File: src/rtl/txw_pkg.sv
package txw_pkg;

    localparam int WORD_W  = 32;
    localparam int ADDR_W  = 36;
    localparam int HI_W    = 4;
    localparam int LEN_W   = 12;
    localparam int CNT_W   = 5;
    localparam int CNT_LSB = 24;

    typedef struct packed {
        logic [ADDR_W-1:0] addr;
        logic [LEN_W-1:0]  len;
    } txw_entry_t;

    typedef enum logic [1:0] {
        TXW_OK         = 2'd0,
        TXW_BAD_COUNT  = 2'd1,
        TXW_BUF_LONG   = 2'd2,
        TXW_FRAME_LONG = 2'd3
    } txw_err_e;

    typedef enum logic [2:0] {
        S_IDLE,
        S_HDR,
        S_LO,
        S_HI,
        S_ODD,
        S_REQ,
        S_FIN,
        S_ERR
    } txw_state_e;

    // Even entries: low word is word "first", tail half-word is the low half of "second".
    // Odd entries: the low address straddles the upper half of "first" and the lower half
    // of "second"; the tail half-word is the upper half of "second".
    function automatic txw_entry_t txw_unpack(input logic [WORD_W-1:0] first,
                                              input logic [WORD_W-1:0] second,
                                              input logic              odd);
        txw_entry_t       e;
        logic [WORD_W-1:0] lo;
        logic [15:0]       tail;
        if (odd) begin
            lo   = {second[15:0], first[31:16]};
            tail = second[31:16];
        end else begin
            lo   = first;
            tail = second[15:0];
        end
        e.addr = {tail[HI_W-1:0], lo};
        e.len  = tail[15:HI_W];
        return e;
    endfunction

endpackage

File: src/rtl/txw_entry_unpack.sv
module txw_entry_unpack
    import txw_pkg::*;
(
    input  logic [WORD_W-1:0] first_i,
    input  logic [WORD_W-1:0] second_i,
    input  logic              odd_i,
    output txw_entry_t        entry_o
);

    always_comb begin
        entry_o = txw_unpack(first_i, second_i, odd_i);
    end

endmodule

File: src/rtl/txw_len_guard.sv
module txw_len_guard
    import txw_pkg::*;
#(
    parameter int BUF_MAX   = 4092,
    parameter int FRAME_MAX = 8192,
    parameter int TOT_W     = 14
) (
    input  logic             clk,
    input  logic             rst,
    input  logic             clear_i,
    input  logic             commit_i,
    input  logic [LEN_W-1:0] len_i,
    output logic [TOT_W-1:0] total_o,
    output logic             buf_bad_o,
    output logic             frame_bad_o
);

    logic [TOT_W-1:0] total_q;
    logic [TOT_W-1:0] sum;

    always_comb begin
        sum         = total_q + TOT_W'(len_i);
        buf_bad_o   = (int'(len_i) > BUF_MAX);
        frame_bad_o = (int'(sum) > FRAME_MAX);
    end

    always_ff @(posedge clk) begin
        if (rst || clear_i) begin
            total_q <= '0;
        end else if (commit_i) begin
            total_q <= sum;
        end
    end

    assign total_o = total_q;

endmodule

File: src/rtl/txw_seq.sv
module txw_seq
    import txw_pkg::*;
#(
    parameter int MAX_BUFS = 20,
    parameter int MEM_AW   = 5
) (
    input  logic              clk,
    input  logic              rst,
    input  logic              start_i,
    input  logic [WORD_W-1:0] mem_data_i,
    input  txw_entry_t        entry_i,
    input  logic              buf_bad_i,
    input  logic              frame_bad_i,
    input  logic              req_ready_i,
    output logic              mem_rd_o,
    output logic [MEM_AW-1:0] mem_addr_o,
    output logic [WORD_W-1:0] prev_o,
    output logic              odd_o,
    output logic              clear_o,
    output logic              commit_o,
    output logic              busy_o,
    output logic              req_valid_o,
    output txw_entry_t        req_o,
    output logic [CNT_W-1:0]  req_idx_o,
    output logic              req_last_o,
    output logic              done_o,
    output logic              err_o,
    output logic [1:0]        err_code_o
);

    txw_state_e        state_q, state_d;
    logic [MEM_AW-1:0] wptr_q;
    logic [WORD_W-1:0] prev_q;
    logic [CNT_W-1:0]  cnt_q;
    logic [CNT_W-1:0]  idx_q;
    txw_entry_t        req_q;
    txw_err_e          err_q, err_d;
    logic [CNT_W-1:0]  hdr_cnt;
    logic              last;

    assign hdr_cnt = mem_data_i[CNT_LSB +: CNT_W];
    assign last    = ((idx_q + CNT_W'(1)) == cnt_q);

    always_comb begin
        state_d    = state_q;
        err_d      = err_q;
        mem_rd_o   = 1'b0;
        mem_addr_o = wptr_q;
        clear_o    = 1'b0;
        commit_o   = 1'b0;
        case (state_q)
            S_IDLE: begin
                if (start_i) begin
                    mem_rd_o   = 1'b1;
                    mem_addr_o = '0;
                    clear_o    = 1'b1;
                    state_d    = S_HDR;
                end
            end
            S_HDR: begin
                if (hdr_cnt == '0 || int'(hdr_cnt) > MAX_BUFS) begin
                    err_d   = TXW_BAD_COUNT;
                    state_d = S_ERR;
                end else begin
                    mem_rd_o = 1'b1;
                    state_d  = S_LO;
                end
            end
            S_LO: begin
                mem_rd_o = 1'b1;
                state_d  = S_HI;
            end
            S_HI, S_ODD: begin
                if (buf_bad_i) begin
                    err_d   = TXW_BUF_LONG;
                    state_d = S_ERR;
                end else if (frame_bad_i) begin
                    err_d   = TXW_FRAME_LONG;
                    state_d = S_ERR;
                end else begin
                    commit_o = 1'b1;
                    state_d  = S_REQ;
                end
            end
            S_REQ: begin
                if (req_ready_i) begin
                    if (last) begin
                        state_d = S_FIN;
                    end else begin
                        mem_rd_o = 1'b1;
                        state_d  = idx_q[0] ? S_LO : S_ODD;
                    end
                end
            end
            S_FIN, S_ERR: state_d = S_IDLE;
            default:      state_d = S_IDLE;
        endcase
    end

    always_ff @(posedge clk) begin
        if (rst) begin
            state_q <= S_IDLE;
            wptr_q  <= '0;
            prev_q  <= '0;
            cnt_q   <= '0;
            idx_q   <= '0;
            req_q   <= '0;
            err_q   <= TXW_OK;
        end else begin
            state_q <= state_d;
            err_q   <= err_d;
            if (clear_o) begin
                wptr_q <= MEM_AW'(1);
                idx_q  <= '0;
                err_q  <= TXW_OK;
            end else if (mem_rd_o) begin
                wptr_q <= wptr_q + MEM_AW'(1);
            end
            if (state_q == S_HDR) begin
                cnt_q <= hdr_cnt;
            end
            if (state_q == S_LO || state_q == S_HI) begin
                prev_q <= mem_data_i;
            end
            if (commit_o) begin
                req_q <= entry_i;
            end
            if (state_q == S_REQ && req_ready_i) begin
                idx_q <= idx_q + CNT_W'(1);
            end
        end
    end

    assign prev_o      = prev_q;
    assign odd_o       = (state_q == S_ODD);
    assign busy_o      = (state_q != S_IDLE);
    assign req_valid_o = (state_q == S_REQ);
    assign req_o       = req_q;
    assign req_idx_o   = idx_q;
    assign req_last_o  = (state_q == S_REQ) && last;
    assign done_o      = (state_q == S_FIN);
    assign err_o       = (state_q == S_ERR);
    assign err_code_o  = (state_q == S_ERR) ? err_q : TXW_OK;

endmodule

File: src/rtl/txw_desc_walker.sv
module txw_desc_walker
    import txw_pkg::*;
#(
    parameter int MAX_BUFS   = 20,
    parameter int BUF_MAX    = 4092,
    parameter int FRAME_MAX  = 8192,
    parameter int DESC_BYTES = 128
) (
    input  logic                                           clk,
    input  logic                                           rst,
    input  logic                                           start_i,
    output logic                                           busy_o,
    output logic                                           mem_rd_o,
    output logic [$clog2(DESC_BYTES/4)-1:0]                mem_addr_o,
    input  logic [31:0]                                    mem_data_i,
    output logic                                           req_valid_o,
    input  logic                                           req_ready_i,
    output logic [35:0]                                    req_addr_o,
    output logic [11:0]                                    req_len_o,
    output logic [4:0]                                     req_idx_o,
    output logic                                           req_last_o,
    output logic                                           done_o,
    output logic [$clog2(FRAME_MAX + (1 << 12))-1:0]       frame_len_o,
    output logic                                           err_o,
    output logic [1:0]                                     err_code_o
);

    localparam int MEM_AW = $clog2(DESC_BYTES / 4);
    localparam int TOT_W  = $clog2(FRAME_MAX + (1 << LEN_W));

    txw_entry_t        entry;
    txw_entry_t        req;
    logic [WORD_W-1:0] prev;
    logic              odd;
    logic              clear;
    logic              commit;
    logic              buf_bad;
    logic              frame_bad;

    txw_entry_unpack u_unpack (
        .first_i  (prev),
        .second_i (mem_data_i),
        .odd_i    (odd),
        .entry_o  (entry)
    );

    txw_len_guard #(
        .BUF_MAX   (BUF_MAX),
        .FRAME_MAX (FRAME_MAX),
        .TOT_W     (TOT_W)
    ) u_guard (
        .clk         (clk),
        .rst         (rst),
        .clear_i     (clear),
        .commit_i    (commit),
        .len_i       (entry.len),
        .total_o     (frame_len_o),
        .buf_bad_o   (buf_bad),
        .frame_bad_o (frame_bad)
    );

    txw_seq #(
        .MAX_BUFS (MAX_BUFS),
        .MEM_AW   (MEM_AW)
    ) u_seq (
        .clk         (clk),
        .rst         (rst),
        .start_i     (start_i),
        .mem_data_i  (mem_data_i),
        .entry_i     (entry),
        .buf_bad_i   (buf_bad),
        .frame_bad_i (frame_bad),
        .req_ready_i (req_ready_i),
        .mem_rd_o    (mem_rd_o),
        .mem_addr_o  (mem_addr_o),
        .prev_o      (prev),
        .odd_o       (odd),
        .clear_o     (clear),
        .commit_o    (commit),
        .busy_o      (busy_o),
        .req_valid_o (req_valid_o),
        .req_o       (req),
        .req_idx_o   (req_idx_o),
        .req_last_o  (req_last_o),
        .done_o      (done_o),
        .err_o       (err_o),
        .err_code_o  (err_code_o)
    );

    assign req_addr_o = req.addr;
    assign req_len_o  = req.len;

endmodule

File: config.mk
export PLATFORM = sky130hd
export DESIGN_NAME = txw_desc_walker
export DESIGN_NICKNAME = d
export VERILOG_FILES = /design/src/rtl/txw_pkg.sv /design/src/rtl/txw_entry_unpack.sv /design/src/rtl/txw_len_guard.sv /design/src/rtl/txw_seq.sv /design/src/rtl/txw_desc_walker.sv
export SDC_FILE = /design/constraint.sdc
export NUM_CORES = 1
export LEC_CHECK = 0
export BUFFER_PORTS_ARGS = -buffer_cell sky130_fd_sc_hd__buf_2
export CELL_PAD_IN_SITES_DETAIL_PLACEMENT = 1
export CELL_PAD_IN_SITES_GLOBAL_PLACEMENT = 1
export CORE_MARGIN = 4
export CORE_UTILIZATION = 42
export DETAILED_ROUTE_END_ITERATION = 6
export PLACE_DENSITY_LB_ADDON = 0.15
export SYNTH_ARGS = -nofsm -noshare
export SYNTH_HDL_FRONTEND = slang
export SYNTH_HIERARCHICAL = 1
export SYNTH_SLANG_ARGS = --single-unit
File: constraint.sdc
create_clock -name clk -period 5.56 [get_ports clk]
set_input_delay 0.556 -clock clk [delete_from_list [all_inputs] [get_ports clk]]
set_output_delay 0.556 -clock clk [all_outputs]
set_load 0.02 [all_outputs]
# After elaboration in Yosys (flattened, before gate mapping)

Cells that the tools add are included.

Reductions and logical operators: 16
Equality and inequality tests: 12
$add $sub $neg: 3
Order comparisons: 3
Multiplexer cells: 30

Operators with widths:

| kind                                                  | number |
|---|---|
| 2-to-1 mux 32 bit                                     | 1 |
| 2-to-1 mux 5 bit                                      | 4 |
| 2-to-1 mux 3 bit                                      | 6 |
| case mux 3 bit (6 select lines)                       | 1 |
| 2-to-1 mux 16 bit                                     | 1 |
| adder 14 x 12 -> 14 bit                               | 1 |
| greater-than comparator 14 bit, second input constant | 1 |
| equality test 3 bit, second input constant            | 4 |
| greater-than comparator 12 bit, second input constant | 1 |
| adder 5 x 1 -> 5 bit, second input constant           | 2 |
| 2-to-1 mux 1 bit                                      | 10 |
| 2-to-1 mux 2 bit                                      | 5 |
| equality test 3 x 2 -> 1 bit, second input constant   | 2 |
| nonzero test 2 bit                                    | 3 |
| OR reduction 2 bit                                    | 3 |
| equality test 5 bit                                   | 1 |
| greater-than comparator 5 bit, second input constant  | 1 |
| zero test 5 bit                                       | 1 |
| inequality test 2 x 1 -> 1 bit, second input constant | 2 |
| case mux 1 bit (4 select lines)                       | 1 |
| case mux 2 bit (2 select lines)                       | 1 |
| equality test 3 x 1 -> 1 bit, second input constant   | 1 |
| zero test 3 bit                                       | 1 |
| logical OR 1 bit                                      | 3 |
| other kinds (6)                                       | 7 |

Output and inout bits: 80
Bits of input ports: 36
Flip-flop bits (word level): 114
Logic and storage cells: 74

# Logic depth before layout (Yosys ltp)

Depth in word-level cells: 7
Gate-level depth with buffers: 19
Mapped depth without buffers: 16

# Modules after synthesis

The synthesis kept the hierarchy.

By module, submodules not included:

| module           | times used | cells each | area each (sq um) | seq. area each (sq um) |
|---|---|---|---|---|
| txw_seq          | 1          | 441        | 4008.8            | 2001.9 |
| txw_len_guard    | 1          | 138        | 1163.6            | 280.3 |
| txw_entry_unpack | 1          | 53         | 659.4             | 0.0 |

# Worst setup path after synthesis

No wires, ideal clock.

Path type: flip-flop to flip-flop
From: reg u_seq.state_q[2]
To: reg u_guard.total_q[0], in the netlist u_guard/total_o[0]
Setup time: 128 ps
Period minus slack after synthesis: 4882 ps
Cell stages (with the launch flop): 18
Required time: 5432 ps
Buffers on the path: 4
Setup slack: 678 ps
Arrival time: 4754 ps
Cells stage by stage: dfxtp_1 -> nor3b_2 -> buf_2 -> mux2_2 -> ha_1 -> a21o_1 -> a31o_1 -> and2_4 -> o31a_1 -> or3_4 -> a2111oi_4 -> a41oi_1 -> nor3b_2 -> buf_4 -> clkbuf_1 -> clkbuf_1 -> mux2i_1 -> nor2_1

RTL lines:

| what                   | line                | source |
|---|---|---|
| from (decl)            | txw_seq.sv:31       | `txw_state_e state_q, state_d;` |
| from (signal assigned) | txw_seq.sv:110      | `state_q <= state_d;` |
| to (signal assigned)   | txw_len_guard.sv:31 | `total_q <= sum;` |
| to (decl)              | txw_len_guard.sv:18 | `logic [TOT_W-1:0] total_q;` |

==> impl_metrics.env <==
export IMPL_status="completed"
export IMPL_path_max_fanout=45
export IMPL_pwr_density_cell_nw_per_um2=396
export IMPL_crit_arrival_ns=5.43
export IMPL_reg2reg_to="u_seq/req_o[28]"
export IMPL_port_buffers=115
export IMPL_instances_no_fill=929
export IMPL_seq_area_frac_synth_pct=39.1
export IMPL_rrSetupSlack_ns=0.39
export IMPL_place_ws_ns=0.336
export IMPL_grt_overflow_total=0
export IMPL_r2r_start="u_seq/state_q[2]"
export IMPL_rows=42
export IMPL_clock_latency_ns=0.42
export IMPL_grt_usage_pct=21.3
export IMPL_grt_pass1_wl_um=27400
export IMPL_slew_viol_final=0
export IMPL_setup_viol=0
export IMPL_clockRootBuffer="clkbuf_16"
export IMPL_relSlewSlack_pct=30.0
export IMPL_cpPeakStageDelay_ns=0.60
export IMPL_grt_max_degree=100
export IMPL_hp_class="input port to flop"
export IMPL_crit_type="flop to flop"
export IMPL_post_cts_setup_buffer_count=0
export IMPL_power_switching_mw=0.824
export IMPL_start_util_pct=43.5
export IMPL_fp_dieW_um=126
export IMPL_critPathCaptureType="flop"
export IMPL_drt_iter0_drc=256
export IMPL_antenna_found_initial=1
export IMPL_n_antenna_cell=0
export IMPL_cpLargestDelayFamily="compound AO/OA/AOI/OAI gates"
export IMPL_vias_per_cell=5.33
export IMPL_switching_share_pct=28.7
export IMPL_pwr_share_clk_pct=45.1
export IMPL_syn_nets=683
export IMPL_dp_hpwl_um=11500
export IMPL_via_count=4954
export IMPL_worst_pin_slew_ns=1.05
export IMPL_yosys_area_top_type_share_pct=39.1
export IMPL_fmaxAchievable_ghz=0.194
export IMPL_grt_setup_unrepaired="false"
export IMPL_nets=791
export IMPL_avgSynthCellArea_um2=9.23
export IMPL_start_kind="flop"
export IMPL_dpl_instance_area_um2=6530
export IMPL_syn_to_final_growth_pct=24.5
export IMPL_dp_cells=894
export IMPL_ctsHoldBuffers=0
export IMPL_p_leak_nw=3.06
export IMPL_cts_repair_resized=0
export IMPL_drc=0
export IMPL_syn_area_um2=5830
export IMPL_maxCapViolations=0
export IMPL_drive_above_1_share_pct=29.2
export IMPL_core_area_um2=13400
export IMPL_finalHoldViolCount=0
export IMPL_die_h_um=126
export IMPL_skew_ns=0.00423
export IMPL_ys_types=63
export IMPL_globalplace_congestion=0.856
export IMPL_drtPass1Iterations=4
export IMPL_cts_tree="yes"
export IMPL_p_int_mw=2.05
export IMPL_cp_slowest_cell="dfxtp_1"
export IMPL_fin_tns_setup_ns=0
export IMPL_worstPathRequired_ns=5.82
export IMPL_worst_slack_ns=0.393
export IMPL_stdcell_area_um2=7260
export IMPL_synth_common_cells="dfxtp_1 (114), nor2_1 (80), nand2_1 (79), mux2i_1 (65), a21oi_1 (52)"
export IMPL_ant_nets=0
export IMPL_fin_util_pct=54.2
export IMPL_synth_flop_cell="dfxtp_1"
export IMPL_hp_start="mem_data_i[18]"
export IMPL_reg2regPathDepth=16
export IMPL_path_buf_inv=3
export IMPL_pwr_share_seq_pct=32.5
export IMPL_synth_edf_count=0
export IMPL_cp_startpoint="u_seq/state_q[2]"
export IMPL_htree_levels=4
export IMPL_ios=116
export IMPL_yosysTopAreaCell="dfxtp_1"
export IMPL_yosys_top_cells_area="dfxtp_1 (39%), mux2i_1 (11%), mux2_2 (5.6%)"
export IMPL_numCtsBuffers=17
export IMPL_cp_endpoint="u_seq/req_o[28]"
export IMPL_clockBufferDepth=2
export IMPL_dieArea_um2=15800
export IMPL_comb_power_share_pct=22.5
export IMPL_cts_sinks=114
export IMPL_syn_inst=632
export IMPL_path_clk_slew_ns=0.06
export IMPL_wl_per_cell_um=18.0
export IMPL_fin_crit_sh_pct=92.9
export IMPL_fin_crit_ns=5.17
export IMPL_first_global_vias=5213
export IMPL_crit_cells=16
export IMPL_synth_most_common_cell="dfxtp_1"
export IMPL_wirelength_um=16700
export IMPL_yosys_warnings=6
export IMPL_ys_ff_latch=114
export IMPL_async_reset_ff_share_pct=0
export IMPL_path_cells="nor3b_4 -> buf_12 -> buf_4 -> mux2_2 -> ha_1 -> a21o_1 -> a31o_1 -> and2_4 -> o31a_1 -> or3_4 -> a2111oi_4 -> a41oi_1 -> nor3b_4 -> buf_12 -> mux2i_1 -> nor2_1"
export IMPL_ir_worst_vdd_uv=210
worst min-delay path: cells and delay by family:
family	cells	cell delay, ns
AOI/OAI and AO/OA	1	0.05
buffers and inverters	1	0.10
and+or+nand+nor	1	0.05
registers in the layout (all words and copies together) (netlist names):
signal,count
u_seq/err_q,2
u_seq/req_o,48
u_seq/cnt_q,5
u_seq/state_q,3
u_guard/total_o,14
u_seq/wptr_q,5
u_seq/req_idx_o,5
u_seq/prev_o,32
final cells by class:
cell class	instances	area (um^2)
timing repair buffer	127	693
multi-input combinational	470	3330
clock inverter	13	256
inverter	10	37.5
clock buffer	19	443
tap	176	220
sequential	114	2280
fill	1578	6140
cell usage in the layout (no fill, tap or decap), types with 2 or more instances in the layout:
master and instances:
or2_2 2, a221oi_1 2, inv_1 10, bufinv_16 7
nand4_1 4, nand2_1 79, and3b_1 2, nand2b_1 2
ha_1 14, a21oi_1 52, o21ai_0 11, or3_1 5
nand3_1 6, nor3_1 5, buf_4 11, nor2b_1 8
mux2_4 20, a31oi_1 2, o21ai_1 6, a21boi_1 2
clkbuf_16 17, nor3b_4 3, mux2i_1 65, nor4_1 2
mux2_2 29, a21o_1 6, dfxtp_1 114, clkinvlp_4 2
xor2_1 9, a21boi_0 2, nor2_1 80, and3_1 4
clkinv_4 3, xnor2_1 11, buf_2 114, or4_1 2
and2_1 7, buf_12 2
metrics by stage:
stage	power, mW	hold WS, ns
after floorplan	1.42	0.434
after global placement	1.56	0.439
after detailed placement	1.58	0.448
after CTS	2.89	0.378
after global routing	3.01	0.400
final	2.87	0.398
worst min path at each step:
stage	cells after the start	slack, ns	end
2_1_floorplan	2	0.43	u_seq/prev_o[0]
3_5_place_dp	2	0.45	u_seq/prev_o[6]
3_3_place_gp	2	0.44	u_seq/prev_o[5]
6_report	3	0.40	u_seq/prev_o[18]
5_1_grt	3	0.40	u_seq/prev_o[18]
4_1_cts	3	0.38	u_seq/prev_o[23]
cell families after synthesis:
family / count (synthesis) / share of synthesized area [%]
AND/OR/NAND/NOR: 218 / 17.1
multiplexers: 114 / 21.9
flip-flops: 114 / 39.1
AO/OA/AOI/OAI: 103 / 11.5
buffers and inverters: 48 / 4.08
XOR/XNOR: 20 / 3.00
adder cells (fa/ha/maj): 15 / 3.35
power groups by stage:
stage	clock network, mW	registers [mW]	logic (mW)
after global routing	1.36	0.942	0.702
after global placement	0	0.945	0.615
after CTS	1.32	0.933	0.640
after floorplan	0	0.955	0.462
final	1.30	0.933	0.646
after detailed placement	0	0.949	0.630
metal layers:
layer  track usage (%)  routed length (um)  up-vias
li1                  -                   -     2407
met4              6.56                 210        0
met5                 0                   0        -
met1              27.0                7620     2419
met3              4.02                 638       21
met2              36.7                8240      107
Power figures use the tool's default switching activity.
